$ cat src/rtl/seq_trig_pkg.sv
package seq_trig_pkg;

    typedef enum logic [2:0] {
        OP_EQ = 3'd0,
        OP_NE = 3'd1,
        OP_GT = 3'd2,
        OP_GE = 3'd3,
        OP_LT = 3'd4,
        OP_LE = 3'd5
    } cmp_op_e;

    typedef enum logic [2:0] {
        F_VAL    = 3'd0,
        F_MASK   = 3'd1,
        F_SIGCTL = 3'd2,
        F_COMB   = 3'd3,
        F_LIMIT  = 3'd4,
        F_COUNT  = 3'd5,
        F_RUNNOW = 3'd6
    } cfg_field_e;

    typedef enum logic [1:0] {
        ST_IDLE = 2'd0,
        ST_HUNT = 2'd1,
        ST_FIRE = 2'd2
    } seq_state_e;

endpackage

$ cat src/rtl/seq_trig_cmp.sv
module seq_trig_cmp
    import seq_trig_pkg::*;
#(
    parameter int SIG_W = 8
) (
    input  logic [SIG_W-1:0] a_i,
    input  logic [SIG_W-1:0] b_i,
    input  logic [SIG_W-1:0] mask_i,
    input  logic [2:0]       op_i,
    output logic             hit_o
);
    logic eq;

    always_comb begin
        eq = ((a_i ^ b_i) & mask_i) == '0;
        case (op_i)
            OP_EQ:   hit_o = eq;
            OP_NE:   hit_o = !eq;
            OP_GT:   hit_o = a_i >  b_i;
            OP_GE:   hit_o = a_i >= b_i;
            OP_LT:   hit_o = a_i <  b_i;
            OP_LE:   hit_o = a_i <= b_i;
            default: hit_o = 1'b0;
        endcase
    end


    always_comb begin
        if (op_i == OP_EQ && mask_i == '0) begin
            eq_nocare_chk: assert (hit_o);
        end
    end

endmodule

$ cat src/rtl/seq_trig_eval.sv
module seq_trig_eval
    import seq_trig_pkg::*;
#(
    parameter int NUM_SIG = 2,
    parameter int SIG_W   = 8
) (
    input  logic [NUM_SIG*SIG_W-1:0] probe_i,
    input  logic [NUM_SIG*SIG_W-1:0] val_i,
    input  logic [NUM_SIG*SIG_W-1:0] mask_i,
    input  logic [NUM_SIG-1:0]       en_i,
    input  logic [NUM_SIG*3-1:0]     op_i,
    input  logic                     or_mode_i,
    output logic                     match_o
);
    logic [NUM_SIG-1:0] hit;

    for (genvar k = 0; k < NUM_SIG; k++) begin : g_cmp
        seq_trig_cmp #(.SIG_W(SIG_W)) u_cmp (
            .a_i    (probe_i[k*SIG_W +: SIG_W]),
            .b_i    (val_i[k*SIG_W +: SIG_W]),
            .mask_i (mask_i[k*SIG_W +: SIG_W]),
            .op_i   (op_i[k*3 +: 3]),
            .hit_o  (hit[k])
        );
    end

    always_comb begin
        if (en_i == '0)
            match_o = 1'b1;
        else if (or_mode_i)
            match_o = |(hit & en_i);
        else
            match_o = &(hit | ~en_i);
    end

endmodule

$ cat src/rtl/seq_trig_cfg.sv
module seq_trig_cfg
    import seq_trig_pkg::*;
#(
    parameter int NUM_SIG = 2,
    parameter int SIG_W   = 8,
    parameter int MAX_STG = 4,
    parameter int TMO_W   = 16,
    parameter int STG_W   = 2,
    parameter int SIG_IW  = 1,
    parameter int CFG_W   = 16
) (
    input  logic                     clk,
    input  logic                     rst_n,
    input  logic                     we_i,
    input  logic [2:0]               field_i,
    input  logic [STG_W-1:0]         stage_i,
    input  logic [SIG_IW-1:0]        sig_i,
    input  logic [CFG_W-1:0]         data_i,
    input  logic [STG_W-1:0]         sel_i,
    output logic [NUM_SIG*SIG_W-1:0] val_o,
    output logic [NUM_SIG*SIG_W-1:0] mask_o,
    output logic [NUM_SIG-1:0]       en_o,
    output logic [NUM_SIG*3-1:0]     op_o,
    output logic                     or_mode_o,
    output logic [TMO_W-1:0]         limit_o,
    output logic [STG_W-1:0]         last_o,
    output logic                     run_now_o
);
    logic [SIG_W-1:0] val_q  [MAX_STG][NUM_SIG];
    logic [SIG_W-1:0] mask_q [MAX_STG][NUM_SIG];
    logic [2:0]       op_q   [MAX_STG][NUM_SIG];
    logic             en_q   [MAX_STG][NUM_SIG];
    logic             comb_q [MAX_STG];
    logic [TMO_W-1:0] lim_q  [MAX_STG];
    logic [STG_W-1:0] last_q;
    logic             run_q;

    always_ff @(posedge clk or negedge rst_n) begin
        if (!rst_n) begin
            for (int s = 0; s < MAX_STG; s++) begin
                comb_q[s] <= 1'b0;
                lim_q[s]  <= '0;
                for (int k = 0; k < NUM_SIG; k++) begin
                    val_q[s][k]  <= '0;
                    mask_q[s][k] <= '1;
                    op_q[s][k]   <= OP_EQ;
                    en_q[s][k]   <= 1'b0;
                end
            end
            last_q <= STG_W'(MAX_STG - 1);
            run_q  <= 1'b0;
        end else if (we_i) begin
            case (cfg_field_e'(field_i))
                F_VAL:    val_q[stage_i][sig_i]  <= data_i[SIG_W-1:0];
                F_MASK:   mask_q[stage_i][sig_i] <= data_i[SIG_W-1:0];
                F_SIGCTL: begin
                    en_q[stage_i][sig_i] <= data_i[0];
                    op_q[stage_i][sig_i] <= data_i[3:1];
                end
                F_COMB:   comb_q[stage_i] <= data_i[0];
                F_LIMIT:  lim_q[stage_i]  <= data_i[TMO_W-1:0];
                F_COUNT:  last_q          <= data_i[STG_W-1:0];
                F_RUNNOW: run_q           <= data_i[0];
                default:  ;
            endcase
        end
    end

    always_comb begin
        for (int k = 0; k < NUM_SIG; k++) begin
            val_o[k*SIG_W +: SIG_W]  = val_q[sel_i][k];
            mask_o[k*SIG_W +: SIG_W] = mask_q[sel_i][k];
            op_o[k*3 +: 3]           = op_q[sel_i][k];
            en_o[k]                  = en_q[sel_i][k];
        end
        or_mode_o = comb_q[sel_i];
        limit_o   = lim_q[sel_i];
        last_o    = last_q;
        run_now_o = run_q;
    end

endmodule

$ cat src/rtl/seq_trig.sv
module seq_trig
    import seq_trig_pkg::*;
#(
    parameter int NUM_SIG = 2,
    parameter int SIG_W   = 8,
    parameter int MAX_STG = 4,
    parameter int TMO_W   = 16,
    parameter int STG_W   = (MAX_STG > 1) ? $clog2(MAX_STG) : 1,
    parameter int SIG_IW  = (NUM_SIG > 1) ? $clog2(NUM_SIG) : 1,
    parameter int CFG_W   = (SIG_W > TMO_W) ? SIG_W : TMO_W
) (
    input  logic                     clk,
    input  logic                     rst_n,
    input  logic [NUM_SIG*SIG_W-1:0] probe_i,
    input  logic                     arm_i,
    input  logic                     cfg_we_i,
    input  logic [2:0]               cfg_field_i,
    input  logic [STG_W-1:0]         cfg_stage_i,
    input  logic [SIG_IW-1:0]        cfg_sig_i,
    input  logic [CFG_W-1:0]         cfg_data_i,
    output logic                     trig_o,
    output logic                     busy_o,
    output logic                     timeout_o,
    output logic [STG_W-1:0]         stage_o
);
    seq_state_e state_q, state_d;
    logic [STG_W-1:0] stg_q, stg_d;
    logic [TMO_W-1:0] cnt_q, cnt_d;
    logic             tmo_q, tmo_d;

    logic [NUM_SIG*SIG_W-1:0] s_val, s_mask;
    logic [NUM_SIG-1:0]       s_en;
    logic [NUM_SIG*3-1:0]     s_op;
    logic                     s_or, run_now, match;
    logic [TMO_W-1:0]         s_lim;
    logic [STG_W-1:0]         last_stg;

    seq_trig_cfg #(
        .NUM_SIG(NUM_SIG), .SIG_W(SIG_W), .MAX_STG(MAX_STG), .TMO_W(TMO_W),
        .STG_W(STG_W), .SIG_IW(SIG_IW), .CFG_W(CFG_W)
    ) u_cfg (
        .clk(clk), .rst_n(rst_n), .we_i(cfg_we_i), .field_i(cfg_field_i),
        .stage_i(cfg_stage_i), .sig_i(cfg_sig_i), .data_i(cfg_data_i),
        .sel_i(stg_q), .val_o(s_val), .mask_o(s_mask), .en_o(s_en),
        .op_o(s_op), .or_mode_o(s_or), .limit_o(s_lim), .last_o(last_stg),
        .run_now_o(run_now)
    );

    seq_trig_eval #(.NUM_SIG(NUM_SIG), .SIG_W(SIG_W)) u_eval (
        .probe_i(probe_i), .val_i(s_val), .mask_i(s_mask), .en_i(s_en),
        .op_i(s_op), .or_mode_i(s_or), .match_o(match)
    );

    // next-state logic
    always_comb begin
        state_d = state_q;
        stg_d   = stg_q;
        cnt_d   = cnt_q;
        tmo_d   = tmo_q;
        if (arm_i && state_q != ST_FIRE) begin
            stg_d   = '0;
            cnt_d   = '0;
            tmo_d   = 1'b0;
            state_d = run_now ? ST_FIRE : ST_HUNT;
        end else begin
            unique case (state_q)
                ST_IDLE: ;
                ST_HUNT: begin
                    if (match) begin
                        cnt_d = '0;
                        if (stg_q >= last_stg) state_d = ST_FIRE;
                        else                   stg_d   = stg_q + 1'b1;
                    end else if (s_lim != '0 && cnt_q == s_lim - 1'b1) begin
                        state_d = ST_IDLE;
                        tmo_d   = 1'b1;
                    end else begin
                        cnt_d = cnt_q + 1'b1;
                    end
                end
                ST_FIRE: state_d = ST_IDLE;
                default: state_d = ST_IDLE;
            endcase
        end
    end

    // state register
    always_ff @(posedge clk or negedge rst_n) begin
        if (!rst_n) begin
            state_q <= ST_IDLE;
            stg_q   <= '0;
            cnt_q   <= '0;
            tmo_q   <= 1'b0;
        end else begin
            state_q <= state_d;
            stg_q   <= stg_d;
            cnt_q   <= cnt_d;
            tmo_q   <= tmo_d;
        end
    end

    // outputs
    always_comb begin
        trig_o    = (state_q == ST_FIRE);
        busy_o    = (state_q == ST_HUNT);
        timeout_o = tmo_q;
        stage_o   = stg_q;
    end


    trig_pulse_chk: assert property (@(posedge clk) disable iff (!rst_n)
        trig_o |=> !trig_o);


    stage_step_chk: assert property (@(posedge clk) disable iff (!rst_n)
        (busy_o && $past(busy_o) && !$past(arm_i)) |->
        (stage_o == $past(stage_o) || stage_o == $past(stage_o) + 1'b1));


    tmo_rise_chk: assert property (@(posedge clk) disable iff (!rst_n)
        $rose(timeout_o) |-> (!busy_o && $past(busy_o)));


    trig_cause_chk: assert property (@(posedge clk) disable iff (!rst_n)
        trig_o |-> ($past(busy_o) || $past(arm_i)));

endmodule

$ cat config.mk
export PLATFORM = sky130hd
export DESIGN_NAME = seq_trig
export DESIGN_NICKNAME = d
export VERILOG_FILES = /design/src/rtl/seq_trig_pkg.sv /design/src/rtl/seq_trig_cmp.sv /design/src/rtl/seq_trig_eval.sv /design/src/rtl/seq_trig_cfg.sv /design/src/rtl/seq_trig.sv
export SDC_FILE = /design/constraint.sdc
export NUM_CORES = 1
export LEC_CHECK = 0
export ABC_AREA = 1
export BUFFER_PORTS_ARGS = -buffer_cell sky130_fd_sc_hd__buf_2
export CELL_PAD_IN_SITES_DETAIL_PLACEMENT = 1
export CELL_PAD_IN_SITES_GLOBAL_PLACEMENT = 1
export CORE_MARGIN = 1.5
export CORE_UTILIZATION = 47
export CTS_CLUSTER_DIAMETER = 100
export DETAILED_ROUTE_END_ITERATION = 6
export PLACE_DENSITY_LB_ADDON = 0.1
export SLEW_MARGIN = 40
export SYNTH_ARGS = -nofsm -noshare
export SYNTH_HDL_FRONTEND = slang
export SYNTH_SLANG_ARGS = --single-unit
$ cat constraint.sdc
create_clock -name clk -period 4.9 [get_ports clk]
set_clock_uncertainty 0.15 [all_clocks]
set_input_delay 0.98 -clock clk [delete_from_list [all_inputs] [get_ports clk]]
set_output_delay 0.98 -clock clk [all_outputs]
set_load 0.02 [all_outputs]
Yosys cells after proc, flatten, opt, wreduce, memory -nomap -nowiden
Cells that the tools add are included.

word-level totals
  bits in registers = 252

operators by class
  bitwise gates (word level) = 10
  mux-type cells = 62
  add/subtract/negate cells = 3
  order comparisons = 14
  equal/unequal tests = 26
  reductions and logical operators = 30

operator list
  cell                   number
  $bwmux 64              3
  $mux 16                12
  $bmux 16 s2            3
  $demux 16 s2           2
  $bwmux 24              1
  $mux 2                 12
  $eq 3x3->1 const B     7
  $eq 3x2->1 const B     6
  $mux 6                 3
  $reduce_and 2->1       9
  $add 16x1->16 const B  1
  $and 8x8->8            2
  $eq 16x16->1           1
  $ge 8x8->1             2
  $gt 8x8->1             2
  $le 8x8->1             2
  $logic_not 8->1        2
  $lt 8x8->1             2
  $reduce_bool 16->1     1
  $sub 16x1->16 const B  1
  $xor 8x8->8            2
  $bmux 6 s2             1
  $demux 6 s2            1
  $pmux 1 s6             2
  other kinds (39)       65

Longest topological paths before layout
Gate-level depths: netlist of run 1.

  word-level depth = 16
  gate-level depth with buffers = 32
  mapped depth without buffers = 26

Hierarchy
From an unflattened synthesis of run 1, not the netlist that was laid out.

unflattened totals
  cells, all modules = 2051
  area, all modules = 14383.8 sq um

modules (own cells, without submodules)
  module         instances  area each (sq um)  seq. area each (sq um)  cells each
  seq_trig_cfg   1          11235.8            5863.1                  1493
  seq_trig       1          2317.2             525.5                   388
  seq_trig_cmp   2          396.6              0.0                     80
  seq_trig_eval  1          37.5               0.0                     10

Worst setup path after synthesis of run 1
OpenSTA, ideal clock, no wires.

  path type = flip-flop to flip-flop
  start point = register stg_q[0] (netlist: stage_o[0])
  end point = register cnt_q[9]
  required time = 4.629 ns
  buffers on the path = 6
  arrival time = 3.530 ns
  slack = 1.099 ns
  stages on the path, launching flop included = 30
  library setup time = 0.121 ns
  cells stage by stage = dfrtp_1 > buf_6 > inv_2 > buf_6 > buf_2 > buf_2 > buf_1 > nand2_1 > a32o_1 > ha_1 > nand2_1 > nor3_1 > nand2_1 > nand2_1 > nand2_1 > nand2_1 > nand2_1 > nor2_1 > nand2_1 > nand2_1 > nand2_1 > nand2_1 > nand2_4 > nand2_1 > nand2_1 > inv_2 > nand2_4 > buf_6 > nand2_1 > o21ai_2

between the ends
  longest elaborated chain between the ends = 16
  elaborated cells between the ends (all ways) = 66

RTL lines
  what                                                                 RTL line        RTL
  start: declaration                                                   seq_trig.sv:27  logic [STG_W-1:0] stg_q, stg_d;
  start signal: assignment                                             seq_trig.sv:95  stg_q <= stg_d;
  $not 2->3 (implied by the code) *                                    --
  parallel branches: the longest is 15 deep, another holds $le 8x8->1  --
  end signal: assignment                                               seq_trig.sv:96  cnt_q <= cnt_d;
  end: declaration                                                     seq_trig.sv:28  logic [TMO_W-1:0] cnt_q, cnt_d;

Every way passes the cells marked *. The select of a mux whose other input is x is not followed.
A chain may end at the register's enable or synchronous reset.

Worst setup path after layout of run 1
  start point = register stg_q[0] (netlist: stage_o[0])
  end point = register cnt_q[8]

Same word-level chain as after synthesis.

==> impl_table.tex, run 1 <==
\begin{tabular}{lr}
\hline
Metric & Value \\
\hline
\multicolumn{2}{l}{\textbf{Logic synthesis}} \\
Distinct cells, synth & 38 \\
Share of flip-flops with an asynchronous set or reset after synthesis & 100\% \\
Number of flops mapped to enable cells by yosys & 0 \\
Average footprint of a synthesized cell & 7.57 µm² \\
Post-Synthesis Cell Area & 13,300 µm² \\
Portion of the post-synthesis area used by sequential elements & 48.2\% \\
Share of the synthesized area in the top cell type & 35.1\% \\
Synth top area cells & dfrtp\_1 35\%, nand2\_1 18\%, dfstp\_2 13\% \\
Post-synthesis cell count & 1,752 \\
Cell taking the most area after synthesis & dfrtp\_1 \\
Syn nets & 1,814 \\
Commonest cells post-synth & 652 x nand2\_1, 244 x o21ai\_0, 186 x dfrtp\_1, 161 x inv\_1, 109 x nand3\_1 \\
Dominant register cell in the synthesized netlist & dfrtp\_1 \\
Count leader, synth & nand2\_1 \\
Synth warn & 0 \\
Register bit total from synthesis & 252 \\
\multicolumn{2}{l}{\textbf{Cells and area}} \\
Cell area after layout & 14,700 µm² \\
Layout cells sized above 1 & 12.5\% \\
Filler Cell Count & 3,541 \\
Layout net count & 1,821 \\
Antenna Cells & 0 \\
Area growth from synthesis to layout & 10.8\% \\
Utilization after layout & 52.9\% \\
\multicolumn{2}{l}{\textbf{Floorplanning}} \\
Site row count & 61 \\
Number of placed I/O pins & 47 \\
Core region area & 27,800 µm² \\
Die footprint & 29,200 µm² \\
Die height & 171 µm \\
Starting density of the core & 47.7\% \\
X dimension of the die & 171 µm \\
\multicolumn{2}{l}{\textbf{Power}} \\
Proportion of power drawn by combinational gates & 37.1\% \\
Power density over the cells & 525 nW/µm² \\
Leakage power figure & 6.97 nW \\
Switch Pwr & 0.00305 W \\
VDD IR-drop max & 0.341 mV \\
Sequential share of power & 33.9\% \\
Internal Pwr Total & 0.00466 W \\
Switch share & 39.6\% \\
Proportion of power drawn by the clock network & 29.0\% \\
\multicolumn{2}{l}{\textbf{Clock network}} \\
TritonCTS clock tree & built \\
Buffer depth of the longest clock path & 3 \\
Gates resized, CTS repair & 0 \\
Number of CTS-inserted buffers & 29 \\
Clock slew at the register clock pins of the worst setup and hold paths & 0.06 ns \\
Count of clock tree sinks & 252 \\
Root Buffer & clkbuf\_16 \\
Clock network latency to the later pin of the worst-skew pair & 0.56 ns \\
Number of post-CTS setup repair buffers & 0 \\
H-Tree Depth & 1 \\
Hold-fix buffer count after cts & 0 \\
\multicolumn{2}{l}{\textbf{Run status}} \\
Result of the run & finished, final reports clean \\
\multicolumn{2}{l}{\textbf{Placed design}} \\
Post-DP HPWL & 24.9 mm \\
Placement-stage worst setup slack & 0.909 ns \\
GPL Wtd Cong & 0.852 \\
Placed inst area & 13,700 µm² \\
Number of I/O port buffers & 46 \\
\multicolumn{2}{l}{\textbf{Global route}} \\
Vias in the first global route & 12,300 \\
Pin count of the biggest net entering global routing & 123 \\
All-layer global routing usage & 27.5\% \\
Wire length of the first global-routing pass & 64.0 mm \\
Initial antenna violation count & 0 \\
Total overflow reported by the global router & 0 \\
\multicolumn{2}{l}{\textbf{Setup path}} \\
Most Frequent Cell on Critical Path & nand2\_1 \\
Startpoint type of the worst setup path & flip-flop \\
Required time of the worst setup path & 5.18 ns \\
Crit path kind & flip-flop to flip-flop \\
Delay-heaviest family, CP & simple AND/OR/NAND/NOR gates \\
Element type at the critical path end & flip-flop \\
Maximum single-stage delay on the critical path & 0.43 ns \\
Cell type of the slowest stage on the worst timing path & dfrtp\_4 \\
Crit path buffers/inverters & 2 \\
Critical path fanouts, max & 122 \\
Signal arrival time at the worst endpoint & 4.39 ns \\
R2r setup slk & 0.79 ns \\
Chain of cells forming the critical path & buf\_12 > nand2\_1 > a32o\_1 > ha\_1 > nand2\_1 > nor3\_1 > nand2\_1 > nand2\_1 > nand2\_1 > nand2\_1 > nand2\_1 > nor2\_1 > nand2\_1 > nand2\_1 > nand2\_1 > nand2\_1 > nand2\_4 > nand2\_1 > nand2\_1 > inv\_2 > nand2\_4 > nand2\_1 > o21ai\_2 \\
\multicolumn{2}{l}{\textbf{Run}} \\
Reported max-cap violation count & 0 \\
\multicolumn{2}{l}{\textbf{STA}} \\
Final max-slew violation count & 0 \\
Unrepaired setup endpoints after global routing & no \\
Number of setup violations in the final report & 0 \\
Fin. Hold Viols & 0 \\
Actual transition at the worst max-transition pin & 0.807 ns \\
Period minus WS final & 4.11 ns \\
Total negative setup slack & 0 ns \\
Hold slack final & 0.320 ns \\
Max Clk Rate & 0.244 GHz \\
Crit path setup slack, layout & 0.794 ns \\
Relative slew margins & 46.1\% \\
Tcrit/Tclk final & 83.8\% \\
\multicolumn{2}{l}{\textbf{Drt}} \\
Post-detailed-route via-to-cell ratio & 5.34 \\
Residual DRC & 0 \\
Remaining number of nets flagged by the antenna check after routing & 0 \\
First-pass detailed-route iteration total & 5 \\
Wire length reported by the detailed router & 38.1 mm \\
Detailed-route wire length per cell & 17.7 µm \\
Detailed router's first-iteration violation count & 824 \\
Via count of the routed design & 11,500 \\
\multicolumn{2}{l}{\textbf{Min path}} \\
Class of the worst hold path & input port to asynchronous set/reset pin \\
\hline
\end{tabular}
flip-flops by register name, summed over array words and instances (netlist names):
signal           flops
cnt_q               16
stage_o              2
state_q              2
timeout_o            1
u_cfg.comb_q         4
u_cfg.en_q           8
u_cfg.last_o         2
u_cfg.lim_q         64
u_cfg.mask_q        64
u_cfg.op_q          24
u_cfg.run_now_o      1
u_cfg.val_q         64
per-layer routing:
layer | GRT usage (%) | wire length [µm]
met5 | 0 | 0
met4 | 6.10 | 696
met3 | 3.26 | 1100
met2 | 47.0 | 18300
met1 | 37.6 | 18000
per-stage QoR:
step / power, W / std cells
2_1_floorplan: 0.00474 / 1752
3_3_place_gp: 0.00535 / 2106
3_5_place_dp: 0.00549 / 2106
4_1_cts: 0.00777 / 2160
5_1_grt: 0.00826 / 2160
6_report: 0.00771 / 2160
area by class of cell:
cell class / count / area, µm² / area share [%]
Inverter: 166 / 624 / 4.25
Timing Repair Buffer: 66 / 415 / 2.83
Sequential cell: 252 / 6390 / 43.5
Clock inverter: 19 / 211 / 1.44
Clock buffer: 35 / 768 / 5.23
Multi-Input combinational cell: 1244 / 5800 / 39.5
Tap cell: 378 / 473 / 3.22
worst register-to-register path: cells and delay by family (launching register included):
kind / cells / cell delay, ns
adders and majority gates: 1 / 0.31
AOI/OAI and AO/OA: 2 / 0.34
buffers and inverters: 2 / 0.54
DFF: 1 / 0.43
and+or+nand+nor: 18 / 2.21
cells in the final DEF, fill, tap and decap left out, drive strengths merged, types with 4 or more instances in the layout:
cell type,n
inv,166
o21ai,255
nand3,109
nand2,662
dfrtp,186
xnor2,4
buf,66
clkinv,11
a21oi,25
a32o,14
o22ai,4
bufinv,4
nand4,6
ha,20
dfstp,66
a31oi,4
xor2,23
nor2,74
clkinvlp,4
clkbuf,35
nor3,32
power by group through the flow:
stage                     Sequential (W)  Clock [W]  Combinational [W]
after CTS                        0.00261    0.00228            0.00288
final                            0.00261    0.00224            0.00286
after floorplan                  0.00259          0            0.00216
after global placement           0.00263          0            0.00273
after global routing             0.00265    0.00235            0.00326
after detailed placement         0.00264          0            0.00285
path summary, 6_finish.rpt:
path,start,end,cells past startpoint
min in group clk,u_cfg.lim_q[47],u_cfg.lim_q[47],2
hold reg to reg,u_cfg.lim_q[47],u_cfg.lim_q[47],2
setup reg to reg,stage_o[0],cnt_q[8],23
hold / removal,rst_n,u_cfg.val_q[16],1
max in group asynchronous,rst_n,u_cfg.op_q[10],2
setup / recovery,stage_o[0],cnt_q[8],23
logic make-up after synthesis:
| family | after synthesis | share of synthesized area, % |
|---|---|---|
| adder cells (fa/ha/maj) | 20 | 1.89 |
| buffers and inverters | 256 | 8.13 |
| XOR/XNOR | 28 | 1.95 |
| flip-flops | 252 | 48.2 |
| AND/OR/NAND/NOR | 888 | 27.2 |
| AO/OA/AOI/OAI | 308 | 12.6 |
No activity file was read; power rests on OpenSTA's default activity.
==> run 2, diff against run 1 <==
Settings changed: CORE_UTILIZATION 47 to 42.
Clock period 4.9 ns to 3.59 ns, I/O delays scaled along.
==> run 2 against run 1 <==
Fmax increased by 21%. Wire length increased by 4.5%. Critical path depth unchanged. First-iteration DRC count decreased by 30%. Count of clock-buffer cells in the layout increased by 8. Final area increased by 3.5%. Clock power increased by 33%. Global-route usage decreased by 2.6 points. Sequential cell count unchanged. Sequential share of layout area decreased by 1.5 points. Cell count increased by 2.5%. Via count decreased by 0.22%.
==> impl_table.tex, run 2 (synthesis results as in run 1) <==
\begin{tabular}{lr}
\hline
Metric & Value \\
\hline
\multicolumn{2}{l}{\textbf{Clock network}} \\
H-Tree Depth & 1 \\
Clock network latency to the later pin of the worst-skew pair & 0.56 ns \\
Clock slew at the register clock pins of the worst setup and hold paths & 0.06 ns \\
Number of CTS-inserted buffers & 29 \\
Root Buffer & clkbuf\_16 \\
Buffer depth of the longest clock path & 3 \\
TritonCTS clock tree & built \\
Count of clock tree sinks & 252 \\
\multicolumn{2}{l}{\textbf{Setup path}} \\
Required time of the worst setup path & 3.86 ns \\
Cell type of the slowest stage on the worst timing path & dfrtp\_4 \\
Maximum single-stage delay on the critical path & 0.54 ns \\
Startpoint type of the worst setup path & flip-flop \\
Element type at the critical path end & flip-flop \\
Critical path fanouts, max & 12 \\
Most Frequent Cell on Critical Path & nand2\_2 \\
Chain of cells forming the critical path & clkinv\_8 > buf\_4 > nand2\_1 > a32o\_2 > ha\_4 > nand2\_1 > nor3\_2 > nand2\_1 > nand2\_2 > nand3\_1 > nand2\_2 > nor2\_4 > nand2\_2 > nand2\_2 > nand2\_1 > nand2\_2 > nand2\_4 > nand2\_2 > nand2\_2 > clkinv\_4 > buf\_6 > nand3\_1 > o21ai\_0 \\
Signal arrival time at the worst endpoint & 3.67 ns \\
Crit path kind & flip-flop to flip-flop \\
\multicolumn{2}{l}{\textbf{STA}} \\
Final max-slew violation count & 0 \\
Max Clk Rate & 0.294 GHz \\
Tcrit/Tclk final & 94.8\% \\
Unrepaired setup endpoints after global routing & yes \\
Hold slack final & 0.320 ns \\
Number of setup violations in the final report & 0 \\
Actual transition at the worst max-transition pin & 0.872 ns \\
Period minus WS final & 3.40 ns \\
Fin. Hold Viols & 0 \\
Relative slew margins & 41.6\% \\
\multicolumn{2}{l}{\textbf{Floorplanning}} \\
Core region area & 30,800 µm² \\
Number of placed I/O pins & 47 \\
Die height & 181 µm \\
Site row count & 64 \\
X dimension of the die & 181 µm \\
Starting density of the core & 43.0\% \\
Die footprint & 32,600 µm² \\
\multicolumn{2}{l}{\textbf{Power}} \\
VDD IR-drop max & 0.431 mV \\
Leakage power figure & 7.20 nW \\
Power density over the cells & 725 nW/µm² \\
\multicolumn{2}{l}{\textbf{Global route}} \\
Vias in the first global route & 12,200 \\
Initial antenna violation count & 0 \\
Wire length of the first global-routing pass & 65.3 mm \\
All-layer global routing usage & 24.9\% \\
Pin count of the biggest net entering global routing & 64 \\
Total overflow reported by the global router & 0 \\
\multicolumn{2}{l}{\textbf{Drt}} \\
Remaining number of nets flagged by the antenna check after routing & 0 \\
Wire length reported by the detailed router & 39.9 mm \\
Via count of the routed design & 11,500 \\
Top Metal Used & met4 \\
Detailed-route wire length on metal 1 & 18.7 mm \\
Detailed-route wire length per cell & 18.0 µm \\
Residual DRC & 0 \\
Met2 wire length & 19.5 mm \\
Post-detailed-route via-to-cell ratio & 5.20 \\
Detailed router's first-iteration violation count & 573 \\
First-pass detailed-route iteration total & 5 \\
Total length of routed met3 wires & 1.02 mm \\
\multicolumn{2}{l}{\textbf{Placed design}} \\
GPL Wtd Cong & 0.834 \\
Post-DP HPWL & 26.7 mm \\
Number of I/O port buffers & 46 \\
\multicolumn{2}{l}{\textbf{Cells and area}} \\
Most common cell after layout, fill and taps aside & nand2\_1 \\
Largest registers in the final layout & u\_cfg.lim\_q x64, u\_cfg.mask\_q x64, u\_cfg.val\_q x64 \\
Leading cell types in the layout, fill and taps excluded & 644 x nand2\_1, 242 x o21ai\_0, 184 x dfrtp\_1 \\
Utilization after layout & 49.3\% \\
Antenna Cells & 0 \\
Area growth from synthesis to layout & 14.7\% \\
Layout cells sized above 1 & 15.1\% \\
Layout net count & 1,857 \\
\multicolumn{2}{l}{\textbf{Run}} \\
Reported max-cap violation count & 0 \\
\multicolumn{2}{l}{\textbf{Run status}} \\
Result of the run & finished, final reports clean \\
\multicolumn{2}{l}{\textbf{Min path}} \\
Class of the worst hold path & input port to flip-flop \\
\hline
\end{tabular}
[run 2: cell count changes in the layout (fill, tap and decap cells not counted), sizes merged]
cell,previous run,this run
clkbuf,35,44
clkinvlp,4,0
bufinv,4,2
clkinv,11,10
inv,166,165
nand2,662,663
buf,66,99
dlygate4sd3,0,1
[run 2: per-layer routing]
| layer | track usage (%) | vias up |
|---|---|---|
| li1 | - | 5665 |
| met1 | 33.4 | 5682 |
| met2 | 43.4 | 124 |
| met3 | 2.75 | 47 |
| met4 | 5.34 | 0 |
| met5 | 0 | - |
[run 2: worst paths after layout]
kind                       depth (start not counted)  slack [ns]                to             from
hold reg to reg                                    2        0.33   u_cfg.lim_q[26]  u_cfg.lim_q[26]
setup reg to reg                                  23        0.19          cnt_q[0]       stage_o[0]
min in group asynchronous                          2        0.54    u_cfg.val_q[1]            rst_n
setup / recovery                                  23        0.19          cnt_q[0]       stage_o[0]
hold / removal                                     3        0.32   u_cfg.lim_q[59]   cfg_data_i[11]
max in group asynchronous                          3        1.92  u_cfg.mask_q[23]            rst_n
[run 2: per-stage QoR]
step | cells | setup TNS [ns] | worst slack [ns] | cell area, µm² | power, W
global placement | 2148 | 0 | 0.0217 | 13900 | 0.00753
CTS | 2203 | 0 | 0.00524 | 14900 | 0.0107
detailed placement | 2148 | -0.104 | -0.0809 | 13900 | 0.00768
floorplan | 1752 | 0 | 0.0192 | 13300 | 0.00651
finish | 2214 | 0 | 0.188 | 15200 | 0.0110
global route | 2214 | -0.218 | -0.0660 | 15200 | 0.0118
[run 2: worst max-delay path, delay by kind of cell, from the launching register on]
kind | cells | cell delay [ns]
buffers and inverters | 4 | 0.50
AND/OR/NAND/NOR | 16 | 1.43
AO/OA/AOI/OAI | 2 | 0.34
flip-flops | 1 | 0.54
adder cells (fa/ha/maj) | 1 | 0.27
[run 2: what timing repair did]
item	in CTS	in global routing
cloned	0	2
setup buffers	0	9
hold endpoints to repair	35	0
hold buffers	1	0
resized for setup	6	49
pin swaps	0	13
endpoints found under the setup margin	20	21
[run 2: cell type report]
type | count | area (µm²)
fillers | 3800 | 15600
flip-flops and latches | 252 | 6390
multi-input cells | 1245 | 5940
clock buffers | 43 | 838
repair buffers | 101 | 772
inverters | 166 | 646
well taps | 396 | 495
clock inverters | 11 | 116
[run 2: report_power, final]
part | leakage (nW) | switching [W] | internal (W)
Clock | 0.474 | 0.00123 | 0.00176
Sequential | 3.14 | 0.000250 | 0.00332
Combinational | 3.58 | 0.00289 | 0.00156
==> run 3, diff against run 2 <==
Settings changed: PLACE_DENSITY_LB_ADDON 0.1 to 0.3.
==> run 3 against run 2 <==
Register-to-register slack got worse by 0.08 ns. Cell count barely moved. Global-route usage fell by 0.49 points. Critical path type unchanged. Sequential cell count did not move. Final area rose by 1.2%. Total power rose by 2.6%. Count of clock-buffer cells in the layout fell by 1. Fmax fell by 2.3%.
==> impl_table.tex, run 3 (synthesis results as in run 1) <==
\begin{tabular}{lr}
\hline
Metric & Value \\
\hline
\multicolumn{2}{l}{\textbf{Drt}} \\
Total length of routed met3 wires & 1.49 mm \\
Post-detailed-route via-to-cell ratio & 5.34 \\
Top Metal Used & met4 \\
Detailed router's first-iteration violation count & 746 \\
Residual DRC & 0 \\
Detailed-route wire length per cell & 18.2 µm \\
Detailed-route wire length on metal 1 & 19.4 mm \\
Via count of the routed design & 11,800 \\
Remaining number of nets flagged by the antenna check after routing & 0 \\
First-pass detailed-route iteration total & 5 \\
Wire length reported by the detailed router & 40.4 mm \\
Met2 wire length & 18.7 mm \\
\multicolumn{2}{l}{\textbf{STA}} \\
Final max-slew violation count & 0 \\
Max Clk Rate & 0.287 GHz \\
Number of setup violations in the final report & 0 \\
Period minus WS final & 3.48 ns \\
Tcrit/Tclk final & 97.0\% \\
Actual transition at the worst max-transition pin & 0.820 ns \\
Fin. Hold Viols & 0 \\
Relative slew margins & 45.3\% \\
Crit path setup slack, layout & 0.108 ns \\
\multicolumn{2}{l}{\textbf{Setup path}} \\
Critical path fanouts, max & 7 \\
Crit path kind & flip-flop to flip-flop \\
Signal arrival time at the worst endpoint & 3.71 ns \\
Required time of the worst setup path & 3.82 ns \\
Element type at the critical path end & flip-flop \\
Startpoint type of the worst setup path & flip-flop \\
\multicolumn{2}{l}{\textbf{Global route}} \\
Total overflow reported by the global router & 0 \\
Vias in the first global route & 12,200 \\
Wire length of the first global-routing pass & 64.6 mm \\
Pin count of the biggest net entering global routing & 82 \\
Initial antenna violation count & 1 \\
All-layer global routing usage & 24.4\% \\
\multicolumn{2}{l}{\textbf{Placed design}} \\
Number of I/O port buffers & 46 \\
Post-DP HPWL & 25.3 mm \\
GPL Wtd Cong & 0.832 \\
Placement-stage worst setup slack & -0.155 ns \\
Number of instances in the placed design & 2,140 \\
\multicolumn{2}{l}{\textbf{Clock network}} \\
TritonCTS clock tree & built \\
H-Tree Depth & 1 \\
Count of clock tree sinks & 252 \\
Number of CTS-inserted buffers & 31 \\
Hold-fix buffer count after cts & 0 \\
Root Buffer & clkbuf\_16 \\
Clock slew at the register clock pins of the worst setup and hold paths & 0.06 ns \\
Buffer depth of the longest clock path & 3 \\
Clock network latency to the later pin of the worst-skew pair & 0.56 ns \\
\multicolumn{2}{l}{\textbf{Power}} \\
VDD IR-drop max & 0.465 mV \\
Leakage power figure & 7.27 nW \\
Power density over the cells & 735 nW/µm² \\
\multicolumn{2}{l}{\textbf{Cells and area}} \\
Sequential cell area & 6390 µm² \\
Layout cells sized above 1 & 15.1\% \\
Final Non-Filler Cells & 2,212 \\
Filler Cell Count & 3,844 \\
Layout net count & 1,853 \\
Area growth from synthesis to layout & 16.0\% \\
Leading cell types in the layout, fill and taps excluded & 640 x nand2\_1, 241 x o21ai\_0, 184 x dfrtp\_1 \\
Most common cell after layout, fill and taps aside & nand2\_1 \\
Largest registers in the final layout & u\_cfg.lim\_q x64, u\_cfg.mask\_q x64, u\_cfg.val\_q x64 \\
Multi-input combinational cell area & 5940 µm² \\
\multicolumn{2}{l}{\textbf{Run}} \\
Reported max-cap violation count & 0 \\
\multicolumn{2}{l}{\textbf{Floorplanning}} \\
X dimension of the die & 181 µm \\
Die footprint & 32,600 µm² \\
Site row count & 64 \\
Number of placed I/O pins & 47 \\
Starting density of the core & 43.0\% \\
Core region area & 30,800 µm² \\
Die height & 181 µm \\
\multicolumn{2}{l}{\textbf{Run status}} \\
Result of the run & finished, final reports clean \\
\multicolumn{2}{l}{\textbf{Min path}} \\
Class of the worst hold path & input port to asynchronous set/reset pin \\
\hline
\end{tabular}
==> run 3: changes by cell type in the layout (fill, tap and decap cells not counted), moves of 3 or more <==
cell,before,now
clkinv_1,0,4
nand2_1,644,640
buf_6,7,3
nand2_4,1,4
nand2_2,15,18
clkbuf_16,30,36
buf_4,39,28
buf_12,4,7
clkinv_4,3,0
==> run 3: area by class of cell <==
cell class	count	area share [%]
Antenna cell	1	0.0163
Clock buffer	42	5.64
Clock inverter	15	1.02
Inverter	166	4.21
Multi-Input combinational cell	1245	38.7
Sequential cell	252	41.6
Tap cell	396	3.22
Timing Repair Buffer	93	5.54
Timing Repair inverter	2	0.114
==> run 3: stage by stage <==
stage | total power (W) | TNS (ns) | instance area (µm²) | util [%] | hold slack (ns)
4_1_cts | 0.0108 | 0 | 15000 | 48.6 | 0.0192
3_3_place_gp | 0.00741 | 0 | 13900 | 45.1 | 0.314
5_1_grt | 0.0121 | -0.0820 | 15400 | 49.9 | 0.0391
6_report | 0.0113 | 0 | 15400 | 49.9 | 0.000350
3_5_place_dp | 0.00758 | -2.20 | 13900 | 45.1 | 0.321
2_1_floorplan | 0.00651 | 0 | 13300 | - | 0.272
==> run 3: timing repair <==
action,in CTS,in global routing
setup endpoints to repair,21,21
pin swaps,0,11
resized for setup,5,45
gates cloned,1,8
buffers inserted,0,5
==> run 3: report_power, final <==
group	switching (W)	leakage [nW]	total (W)	internal (W)
clock network	0.00124	0.503	0.00313	0.00189
logic	0.00296	3.62	0.00458	0.00162
registers	0.000265	3.14	0.00359	0.00332
total	0.00446	7.27	0.0113	0.00684
==> run 3: path summary, 6_finish.rpt <==
check | slack, ns | to | startpoint | depth (start not counted)
min in group clk | 0.33 | u_cfg.lim_q[43] | cfg_data_i[11] | 3
hold reg to reg | 0.33 | u_cfg.lim_q[43] | u_cfg.lim_q[43] | 2
hold / removal | 0.0004 | u_cfg.val_q[37] | rst_n | 1
max in group asynchronous | 2.45 | u_cfg.en_q[7] | rst_n | 2
setup / recovery | 0.11 | stage_o[0] | stage_o[0] | 19
setup reg to reg | 0.11 | stage_o[0] | stage_o[0] | 19
==> run 3: layer usage <==
metal	track usage (%)	up-vias
li1	-	5673
met1	34.2	5887
met2	40.6	194
met3	2.73	54
met4	5.65	0
met5	0	-
==> run 3: critical path: stages, from the launching register on <==
cell	delay [ns]
dfrtp_4	0.59
clkinv_8	0.12
buf_16	0.13
nand2_2	0.07
a32o_2	0.30
ha_4	0.27
nand2_2	0.06
nor3_4	0.21
nand2_2	0.11
nand2_2	0.09
nand3_1	0.07
nand2_1	0.07
nor2_1	0.04
nand2_1	0.10
nand2_1	0.07
nand2_1	0.08
nand2_2	0.06
nand2_4	0.11
a31oi_2	0.12
o21ai_0	0.47
